[config.mk]
export PLATFORM = sky130hd
export DESIGN_NAME = ptw_walker
export DESIGN_NICKNAME = d
export VERILOG_FILES = /design/src/rtl/ptw_pkg.sv /design/src/rtl/ptw_l1_decode.sv /design/src/rtl/ptw_l2_decode.sv /design/src/rtl/ptw_walker.sv
export SDC_FILE = /design/constraint.sdc
export NUM_CORES = 1
export LEC_CHECK = 0
export BUFFER_PORTS_ARGS = -buffer_cell sky130_fd_sc_hd__buf_2
export CORE_ASPECT_RATIO = 1.25
export CORE_MARGIN = 4
export CORE_UTILIZATION = 45
export DETAILED_ROUTE_END_ITERATION = 7
export PLACE_DENSITY = 0.74
export SLEW_MARGIN = 20
export SYNTH_ARGS = -nofsm -noshare
export SYNTH_HDL_FRONTEND = slang
export SYNTH_SLANG_ARGS = --single-unit
[constraint.sdc]
create_clock -name clk -period 2.3 [get_ports clk]
set_input_delay 0.46 -clock clk [delete_from_list [all_inputs] [get_ports clk]]
set_output_delay 0.46 -clock clk [all_outputs]
set_load 0.02 [all_outputs]
[src/rtl/ptw_pkg.sv]
package ptw_pkg;
   typedef enum logic [2:0] {
      ST_IDLE,
      ST_L1_REQ,
      ST_L1_WAIT,
      ST_L2_REQ,
      ST_L2_WAIT,
      ST_DONE
   } walk_state_e;

   typedef enum logic [1:0] {
      L1K_FAULT,
      L1K_REGION,
      L1K_TABLE
   } l1_kind_e;

   // descriptor type codes in bits [1:0]
   localparam logic [1:0] DT_NONE = 2'b00;
   localparam logic [1:0] DT_T01  = 2'b01;
   localparam logic [1:0] DT_T10  = 2'b10;
   localparam logic [1:0] DT_T11  = 2'b11;
endpackage

[src/rtl/ptw_l1_decode.sv]
module ptw_l1_decode
   import ptw_pkg::*;
#(
   parameter int AW          = 32,
   parameter int SECT_OFF_W  = 20,
   parameter int SMALL_OFF_W = 12,
   parameter int TINY_OFF_W  = 10,
   parameter int ATTR_LSB    = 2,
   parameter int ATTR_W      = 2,
   parameter int WORD_LSB    = 2
) (
   input  logic [AW-1:0]     desc,
   input  logic [AW-1:0]     va,
   input  logic              tiny_en,
   output l1_kind_e          kind,
   output logic [AW-1:0]     next_addr,
   output logic [AW-1:0]     region_pa,
   output logic [ATTR_W-1:0] attr
);
   localparam int COARSE_LSB = SECT_OFF_W - SMALL_OFF_W + WORD_LSB;
   localparam int FINE_LSB   = SECT_OFF_W - TINY_OFF_W + WORD_LSB;
   localparam int N_TBL      = 2;

   logic [AW-1:0] tbl_addr [N_TBL];

   genvar g;
   generate
      for (g = 0; g < N_TBL; g++) begin : g_tbl
         localparam int IDX_LO = (g == 0) ? SMALL_OFF_W : TINY_OFF_W;
         localparam int BASE_LSB = (g == 0) ? COARSE_LSB : FINE_LSB;
         if (WORD_LSB > 0) begin : g_pad
            assign tbl_addr[g] = {desc[AW-1:BASE_LSB], va[SECT_OFF_W-1:IDX_LO],
                                  {WORD_LSB{1'b0}}};
         end else begin : g_nopad
            assign tbl_addr[g] = {desc[AW-1:BASE_LSB], va[SECT_OFF_W-1:IDX_LO]};
         end
      end
   endgenerate

   assign region_pa = {desc[AW-1:SECT_OFF_W], va[SECT_OFF_W-1:0]};
   assign attr      = desc[ATTR_LSB +: ATTR_W];

   always_comb begin
      kind      = L1K_FAULT;
      next_addr = tbl_addr[0];
      unique case (desc[1:0])
         DT_NONE: kind = L1K_FAULT;
         DT_T10:  kind = L1K_REGION;
         DT_T01: begin
            kind      = L1K_TABLE;
            next_addr = tbl_addr[0];
         end
         DT_T11: begin
            kind      = tiny_en ? L1K_TABLE : L1K_FAULT;
            next_addr = tbl_addr[1];
         end
         default: kind = L1K_FAULT;
      endcase
   end

   logic unused_l1;
   assign unused_l1 = ^{desc[COARSE_LSB-1:ATTR_LSB+ATTR_W], va[TINY_OFF_W-1:0]};
endmodule

[src/rtl/ptw_l2_decode.sv]
module ptw_l2_decode
   import ptw_pkg::*;
#(
   parameter int AW          = 32,
   parameter int LARGE_OFF_W = 16,
   parameter int SMALL_OFF_W = 12,
   parameter int TINY_OFF_W  = 10,
   parameter int ATTR_LSB    = 2,
   parameter int ATTR_W      = 2
) (
   input  logic [AW-1:0]     desc,
   input  logic [AW-1:0]     va,
   output logic              fault,
   output logic [AW-1:0]     page_pa,
   output logic [ATTR_W-1:0] attr
);
   localparam int N_PG = 3;

   logic [AW-1:0] cand [N_PG];

   genvar g;
   generate
      for (g = 0; g < N_PG; g++) begin : g_pg
         localparam int OW = (g == 0) ? LARGE_OFF_W :
                             (g == 1) ? SMALL_OFF_W : TINY_OFF_W;
         assign cand[g] = {desc[AW-1:OW], va[OW-1:0]};
      end
   endgenerate

   assign attr = desc[ATTR_LSB +: ATTR_W];

   always_comb begin
      fault   = 1'b0;
      page_pa = cand[0];
      unique case (desc[1:0])
         DT_NONE: fault   = 1'b1;
         DT_T01:  page_pa = cand[0];
         DT_T10:  page_pa = cand[1];
         DT_T11:  page_pa = cand[2];
         default: fault   = 1'b1;
      endcase
   end

   logic unused_l2;
   assign unused_l2 = ^{desc[TINY_OFF_W-1:ATTR_LSB+ATTR_W], va[AW-1:LARGE_OFF_W]};
endmodule

[src/rtl/ptw_walker.sv]
module ptw_walker
   import ptw_pkg::*;
#(
   parameter int AW          = 32,
   parameter int SECT_OFF_W  = 20,
   parameter int LARGE_OFF_W = 16,
   parameter int SMALL_OFF_W = 12,
   parameter int TINY_OFF_W  = 10,
   parameter int ATTR_LSB    = 2,
   parameter int ATTR_W      = 2,
   parameter int WORD_LSB    = 2
) (
   input  logic              clk,
   input  logic              rst_n,
   input  logic              req_valid,
   output logic              req_ready,
   input  logic [AW-1:0]     req_va,
   input  logic [AW-1:0]     req_ttb,
   input  logic              req_tiny_en,
   output logic              mem_rd_valid,
   input  logic              mem_rd_ready,
   output logic [AW-1:0]     mem_rd_addr,
   input  logic              mem_rsp_valid,
   input  logic [AW-1:0]     mem_rsp_data,
   input  logic              mem_rsp_err,
   output logic              done,
   output logic              done_fault,
   output logic [AW-1:0]     done_pa,
   output logic [ATTR_W-1:0] done_attr
);
   localparam int TB_LSB = AW - SECT_OFF_W + WORD_LSB;

   generate
      if (!(SECT_OFF_W > LARGE_OFF_W && LARGE_OFF_W > SMALL_OFF_W &&
            SMALL_OFF_W > TINY_OFF_W)) begin : g_chk_order
         $error("page offset widths must strictly shrink");
      end
      if (TINY_OFF_W < ATTR_LSB + ATTR_W) begin : g_chk_attr
         $error("attribute field overlaps smallest page base");
      end
      if (ATTR_LSB < 2) begin : g_chk_type
         $error("attribute field overlaps type bits");
      end
      if (TB_LSB >= AW || SECT_OFF_W >= AW || WORD_LSB < 1) begin : g_chk_aw
         $error("address width too small for table layout");
      end
   endgenerate

   walk_state_e       state_q;
   logic [AW-1:0]     va_q;
   logic              tiny_q;
   logic [AW-1:0]     rd_addr_q;
   logic              fault_q;
   logic [AW-1:0]     pa_q;
   logic [ATTR_W-1:0] attr_q;

   logic [AW-1:0]     l1_addr;
   l1_kind_e          l1_kind;
   logic [AW-1:0]     l1_next;
   logic [AW-1:0]     l1_pa;
   logic [ATTR_W-1:0] l1_attr;
   logic              l2_fault;
   logic [AW-1:0]     l2_pa;
   logic [ATTR_W-1:0] l2_attr;

   assign l1_addr = {req_ttb[AW-1:TB_LSB], req_va[AW-1:SECT_OFF_W], {WORD_LSB{1'b0}}};

   ptw_l1_decode #(
      .AW(AW), .SECT_OFF_W(SECT_OFF_W), .SMALL_OFF_W(SMALL_OFF_W),
      .TINY_OFF_W(TINY_OFF_W), .ATTR_LSB(ATTR_LSB), .ATTR_W(ATTR_W),
      .WORD_LSB(WORD_LSB)
   ) i_l1 (
      .desc      (mem_rsp_data),
      .va        (va_q),
      .tiny_en   (tiny_q),
      .kind      (l1_kind),
      .next_addr (l1_next),
      .region_pa (l1_pa),
      .attr      (l1_attr)
   );

   ptw_l2_decode #(
      .AW(AW), .LARGE_OFF_W(LARGE_OFF_W), .SMALL_OFF_W(SMALL_OFF_W),
      .TINY_OFF_W(TINY_OFF_W), .ATTR_LSB(ATTR_LSB), .ATTR_W(ATTR_W)
   ) i_l2 (
      .desc    (mem_rsp_data),
      .va      (va_q),
      .fault   (l2_fault),
      .page_pa (l2_pa),
      .attr    (l2_attr)
   );

   always_ff @(posedge clk or negedge rst_n) begin
      if (!rst_n) begin
         state_q   <= ST_IDLE;
         va_q      <= '0;
         tiny_q    <= 1'b0;
         rd_addr_q <= '0;
         fault_q   <= 1'b0;
         pa_q      <= '0;
         attr_q    <= '0;
      end else begin
         unique case (state_q)
            ST_IDLE: begin
               if (req_valid) begin
                  va_q      <= req_va;
                  tiny_q    <= req_tiny_en;
                  rd_addr_q <= l1_addr;
                  state_q   <= ST_L1_REQ;
               end
            end
            ST_L1_REQ: if (mem_rd_ready) state_q <= ST_L1_WAIT;
            ST_L1_WAIT: begin
               if (mem_rsp_valid) begin
                  fault_q <= 1'b1;
                  pa_q    <= '0;
                  attr_q  <= '0;
                  state_q <= ST_DONE;
                  if (!mem_rsp_err) begin
                     if (l1_kind == L1K_REGION) begin
                        fault_q <= 1'b0;
                        pa_q    <= l1_pa;
                        attr_q  <= l1_attr;
                     end else if (l1_kind == L1K_TABLE) begin
                        fault_q   <= 1'b0;
                        rd_addr_q <= l1_next;
                        state_q   <= ST_L2_REQ;
                     end
                  end
               end
            end
            ST_L2_REQ: if (mem_rd_ready) state_q <= ST_L2_WAIT;
            ST_L2_WAIT: begin
               if (mem_rsp_valid) begin
                  state_q <= ST_DONE;
                  if (mem_rsp_err || l2_fault) begin
                     fault_q <= 1'b1;
                     pa_q    <= '0;
                     attr_q  <= '0;
                  end else begin
                     fault_q <= 1'b0;
                     pa_q    <= l2_pa;
                     attr_q  <= l2_attr;
                  end
               end
            end
            ST_DONE: state_q <= ST_IDLE;
            default: state_q <= ST_IDLE;
         endcase
      end
   end

   assign req_ready    = (state_q == ST_IDLE);
   assign mem_rd_valid = (state_q == ST_L1_REQ) || (state_q == ST_L2_REQ);
   assign mem_rd_addr  = rd_addr_q;
   assign done         = (state_q == ST_DONE);
   assign done_fault   = fault_q;
   assign done_pa      = pa_q;
   assign done_attr    = attr_q;

   logic unused_top;
   assign unused_top = ^req_ttb[TB_LSB-1:0];
endmodule

Word level (Yosys, flattened, before mapping)
Cells that the tools add are included.

Register bits: 91. Bits of input ports: 103. Output and inout bits: 70. Word-level logic and storage cells: 74.

Equality and inequality tests: 18. Multiplexer cells: 39. Reduce and logical (&&, ||, !) cells: 10.

Operator list (count): two-way mux 32 bit (10); one-hot mux 32 bit (2 select lines) (2); one-hot mux 16 bit (2 select lines) (1); two-way mux 3 bit (8); inequality test 2 bit (second input constant) (8); one-hot mux 3 bit (5 select lines) (1); two-way mux 12 bit (1); two-way mux 2 bit (6); one-hot mux 2 bit (4 select lines) (1); two-way mux 1 bit (7); equality test 2 bit (second input constant) (3); equality test 3 x 2 -> 1 bit (second input constant) (2); equality test 3 bit (second input constant) (2); AND reduction 6 bit (1); AND reduction 5 bit (1); equality test 2 x 1 -> 1 bit (second input constant) (2); one-hot mux 2 bit (2 select lines) (1); nonzero test 2 bit (2); equality test 3 x 1 -> 1 bit (second input constant) (1); zero test 3 bit (1); AND reduction 3 bit (1); zero test 2 bit (1); logical OR 1 bit (2); one-hot mux 1 bit (2 select lines) (1); AND reduction 2 bit (1).

Depth between registers and ports, before layout
Depth after elaboration: 8. Depth in mapped cells: 8. Mapped depth without buffers: 7.

Modules after synthesis
Synthesis repeated with hierarchy kept, for this count alone.

Cell total of the unflattened synthesis: 511. Area, all modules: 6343.6 um^2.

By module, submodules not included: ptw_walker (instances 1, cells an instance 404, area each 5487.8 um^2); ptw_l1_decode (instances 1, cells an instance 71, area each 568.0 um^2); ptw_l2_decode (instances 1, cells an instance 36, area each 287.8 um^2).

Least setup slack after synthesis
OpenSTA, ideal clock, no wires.

Path kind: input -> register. Start point: input port mem_rsp_data[0]. End point: register rd_addr_q[10] (netlist: mem_rd_addr[10]). Arrival time: 2.051 ns. Required time: 2.196 ns. Setup slack: 0.145 ns. Cell stages on the path: 7. Buffers on the path: 1. Path through: clkbuf_1 > a21boi_0 > inv_1 > ha_1 > nor2_1 > a41oi_1 > a221oi_1.

Word-level cells in the longest chain between the ends: 7. Elaborated cells on any way between the ends: 16.

Ends and longest elaborated chain: from (decl) (line ptw_walker.sv:24) `input logic [AW-1:0] mem_rsp_data,`; equality test 2 bit (line ptw_l1_decode.sv:46) `unique case (desc[1:0])`; two-way mux 12 bit (line ptw_l1_decode.sv:46); two-way mux 32 bit (line ptw_walker.sv:124) `end else if (l1_kind == L1K_TABLE) begin`; two-way mux 32 bit (line ptw_walker.sv:120) `if (l1_kind == L1K_REGION) begin`; two-way mux 32 bit (line ptw_walker.sv:119) `if (!mem_rsp_err) begin`; two-way mux 32 bit (line ptw_walker.sv:114) `if (mem_rsp_valid) begin`; one-hot mux 32 bit (2 select lines) (line ptw_walker.sv:103) `unique case (state_q)`; to (signal assigned) (line ptw_walker.sv:108) `rd_addr_q <= l1_addr;`; to (signal assigned) (line ptw_walker.sv:126) `rd_addr_q <= l1_next;`; to (decl) (line ptw_walker.sv:52) `logic [AW-1:0] rd_addr_q;`.

Several ways; a longest one is shown, not always the timed one. The select of a mux whose other input is x is not followed. A chain may end at the register's enable or synchronous reset.

Worst setup path after layout
Start point: register state_q[1]. End point: register rd_addr_q[10] (netlist: mem_rd_addr[10]).

Word-level cells in the longest chain between the ends: 3. Elaborated cells on any way between the ends: 10.

Ends and longest elaborated chain: from (decl) (line ptw_walker.sv:49) `walk_state_e state_q;`; from (signal assigned) (line ptw_walker.sv:95) `state_q <= ST_IDLE;`; from (signal assigned) (line ptw_walker.sv:109) `state_q <= ST_L1_REQ;`; from (signal assigned) (line ptw_walker.sv:112) `ST_L1_REQ: if (mem_rd_ready) state_q <= ST_L1_WAIT;`; equality test 3 x 2 -> 1 bit / zero test 3 bit (equally long branches) (line ptw_walker.sv:103); inequality test 2 bit (no source line) / nonzero test 2 bit (equally long branches); AND reduction 6 bit (no source line).

Several ways; a longest one is shown, not always the timed one.

==> impl_results.md <==
- Outcome: completed
- Drc violations: 0
- Global-route wire length before repair: 18.6 mm
- Most common cell after layout, fill and taps aside: buf_2
- Cell Area, Placed: 5170 µm²
- Placement row count: 39
- Adder-Cell Fraction of Synth Area: 0.886%
- Final HPWL DP: between 8 and 9 mm
- Htree depth: 3
- I/O pin count: approximately 170
- Pint: between 4 and 5 mW
- Pwr/cell area: 1390 nW/µm²
- Post-CTS Resized: 0
- Setup crit end kind: register
- Design area: 5440 µm²
- CP max stage delay: 1.05 ns
- Total GRT Usage: 21.7%
- Reg clk slew, reported paths: 0.06 ns
- Crit-path max FO: 30
- Share of cells above drive strength 1: 38.5%
- Starting density of the core: ~46%
- Critical R2R Capture: mem_rd_addr[10]
- Most used DFF post-synth: dfrtp_1
- GP Congestion: 0.868
- Combinational power share: 45.0%
- Max-slew violation count: 0
- Initial DRC count: around 270
- Synth area leader: dfrtp_1
- Setup-failing EPs final: 0
- Worst-Margin Slew: 0.607 ns
- Max Clock Skew: 0.00666 ns
- Non-filler instance count after layout: 689
- Post-CTS setup buffers: 0
- Vias per std cell: 5.45
- Area Overhead vs Synth: 28.4%
- Post-synthesis cell area: 4240 µm²
- Final net count: roughly 670
- Post-synth EDFFs: 0
- Die area: 11000 µm²
- Tot Pwr: about 7.5 mW
- Core box area: 9170 µm²
- Yosys warns: 0
- Seq pwr share: 37.1%
- CTS buffer count: 9
- Vias: approximately 3800
- CTS Hold Buffers Added: 0
- Synth unique cells: 44
- Switching Share: 42.4%
- Clock Root Buffer: clkbuf_16
- Complex-gate fraction of the synthesized area: 18.0%
- Unrepaired setup endpoints after global routing: no
- Synthesized area per cell: roughly 10 µm²
- Cell chain of the critical path: or4b_2 -> nor2_1 -> a221oi_1
- DIE HEIGHT: 116 µm
- CTS tree: done
- Setup TNS: 0 ns
- Dpl cells: 673
- HP Class: in2async
- Synth Register Bits: 89
- Worst slew margin: 59.5%
- XOR/XNOR Fraction of Synth Area: 0.591%
- Gr ovfl total: 0
- Vias in the first global route: 3764
- Main combinational cell family by area after synthesis: simple AND/OR/NAND/NOR gates
- Clk network pwr share: 17.9%
- Crit start category: register
- Final wirelength: about 12 mm
- Post-synthesis cell count: 413
- Pin count of the biggest net entering global routing: 90
- Max VDD drop: 462 µV
- Initial antenna violation count: 0
- R2r startpoint: state_q[1]
- Final Hold Viols: 0
- Maximum clock frequency: 503 MHz
- Share of the synthesized area in the top cell type: a little over half
- DR pass1 iterations: 4
- Leakage power: 2.67 nW
- Sequential area share after synthesis: ~53%
- Sink Count: 89
- Mux cell area share after synthesis: between 3 and 4%
- Longest Clk Path Bufs: 2
- Most frequent cells in the layout: buf_2 (149), dfrtp_1 (89), nand2_1 (65)
- Type of the worst setup path: reg2reg
- WL/cell: 17.4 µm
- Chip width: 94.8 µm
- Switch Pwr: between 3 and 4 mW
- Simple logic cell fraction of the synthesized area: 18.9%
- ANT cells: 0
- Min cycle time layout: slightly below 2 ns
- Slowest-stage cell, CP: or4b_2
- Antenna-violating nets left: 0
- Max-cap viol count: 0
- Period utilization: between 80% and 90%
- R2R depth: 3
- Required time of the critical path: 2.50 ns
- PortBufs: 150
- Top cells by area, synth: dfrtp_1 (53%), nand2_1 (5.8%), o221a_2 (5.3%), nand3_1 (5.0%), o2bb2ai_1 (5.0%)
- Crit path DAT: 2.19 ns
- R2R Setup Slk: 0.31 ns
- Async SR Flop Fraction: 100%
- Insertion delay to the later sink of the worst-skew pair: 0.33 ns
[final cells by class]
cell class | count | area (µm²)
Fill cell | 838 | 3730
Inverter | 14 | 52.6
Tap cell | 123 | 154
Multi-Input combinational cell | 277 | 1820
Clock inverter | 6 | 41.3
Clock buffer | 10 | 229
Timing Repair Buffer | 170 | 916
Sequential cell | 89 | 2230
[synth_stat cells (11+ instances only)]
master,count
dfrtp_1,89
nand2_1,65
nand3_1,42
o2bb2ai_1,24
nand2b_1,22
o221a_2,20
clkbuf_1,19
nor2_1,15
inv_1,14
a21oi_1,12
mux2i_1,11
[logic make-up after synthesis]
| kind of cell | Yosys count |
|---|---|
| AND/OR/NAND/NOR | 163 |
| AO/OA/AOI/OAI | 91 |
| flip-flops | 89 |
| buffers and inverters | 48 |
| multiplexers | 16 |
| adder cells (fa/ha/maj) | 3 |
| XOR/XNOR | 2 |
| other | 1 |
[worst max-delay path by stage]
stage,end,slack (ns),cells after the start,start
finish,mem_rd_addr[10],0.31,3,state_q[1]
global route,done_pa[29],0.25,4,state_q[2]
CTS,mem_rd_addr[10],0.32,3,state_q[1]
detailed placement,mem_rd_addr[21],0.17,8,mem_rsp_data[0]
global placement,mem_rd_addr[26],0.21,8,mem_rsp_data[0]
floorplan,mem_rd_addr[10],0.14,7,mem_rsp_data[0]
[sequential cells by signal, summed over array words and instances (netlist names)]
| register | cells |
|---|---|
| done_pa | 32 |
| state_q | 3 |
| tiny_q | 1 |
| va_q | 20 |
| done_attr | 2 |
| done_fault | 1 |
| mem_rd_addr | 30 |
[layer usage]
metal / global-route usage (%) / wire length (µm) / part of all wire, %
met1: 28.2 / 5080 / 42
met2: 36.1 / 5960 / 50
met4: 9.91 / 283 / 2.4
met5: 0 / 0 / 0
met3: 2.71 / 652 / 5.4
[critical path, delay by kind of cell, from the launching register on]
| kind | cells | cell delay, ns |
|---|---|---|
| AO/OA/AOI/OAI | 1 | 0.07 |
| AND/OR/NAND/NOR | 2 | 1.27 |
| flip-flops | 1 | 0.52 |
[per-stage QoR]
| stage | util [%] | setup WS [ns] | hold slack (ns) |
|---|---|---|---|
| after global routing | 59.3 | 0.249 | 0.209 |
| after global placement | 56.3 | 0.207 | 0.458 |
| after detailed placement | 56.3 | 0.173 | 0.467 |
| after CTS | 59.3 | 0.317 | 0.184 |
| after floorplan | - | 0.145 | 0.164 |
| final | 59.3 | 0.313 | 0.148 |
[power groups by stage]
stage | Combinational, mW | Clock (mW) | Sequential, mW
4_1_cts | 3.41 | 1.36 | 2.80
3_3_place_gp | 3.33 | 0 | 2.79
3_5_place_dp | 3.41 | 0 | 2.82
5_1_grt | 3.69 | 1.43 | 2.88
2_1_floorplan | 1.66 | 0 | 3.29
6_report | 3.39 | 1.35 | 2.80
No activity file was read; power rests on OpenSTA's default activity.
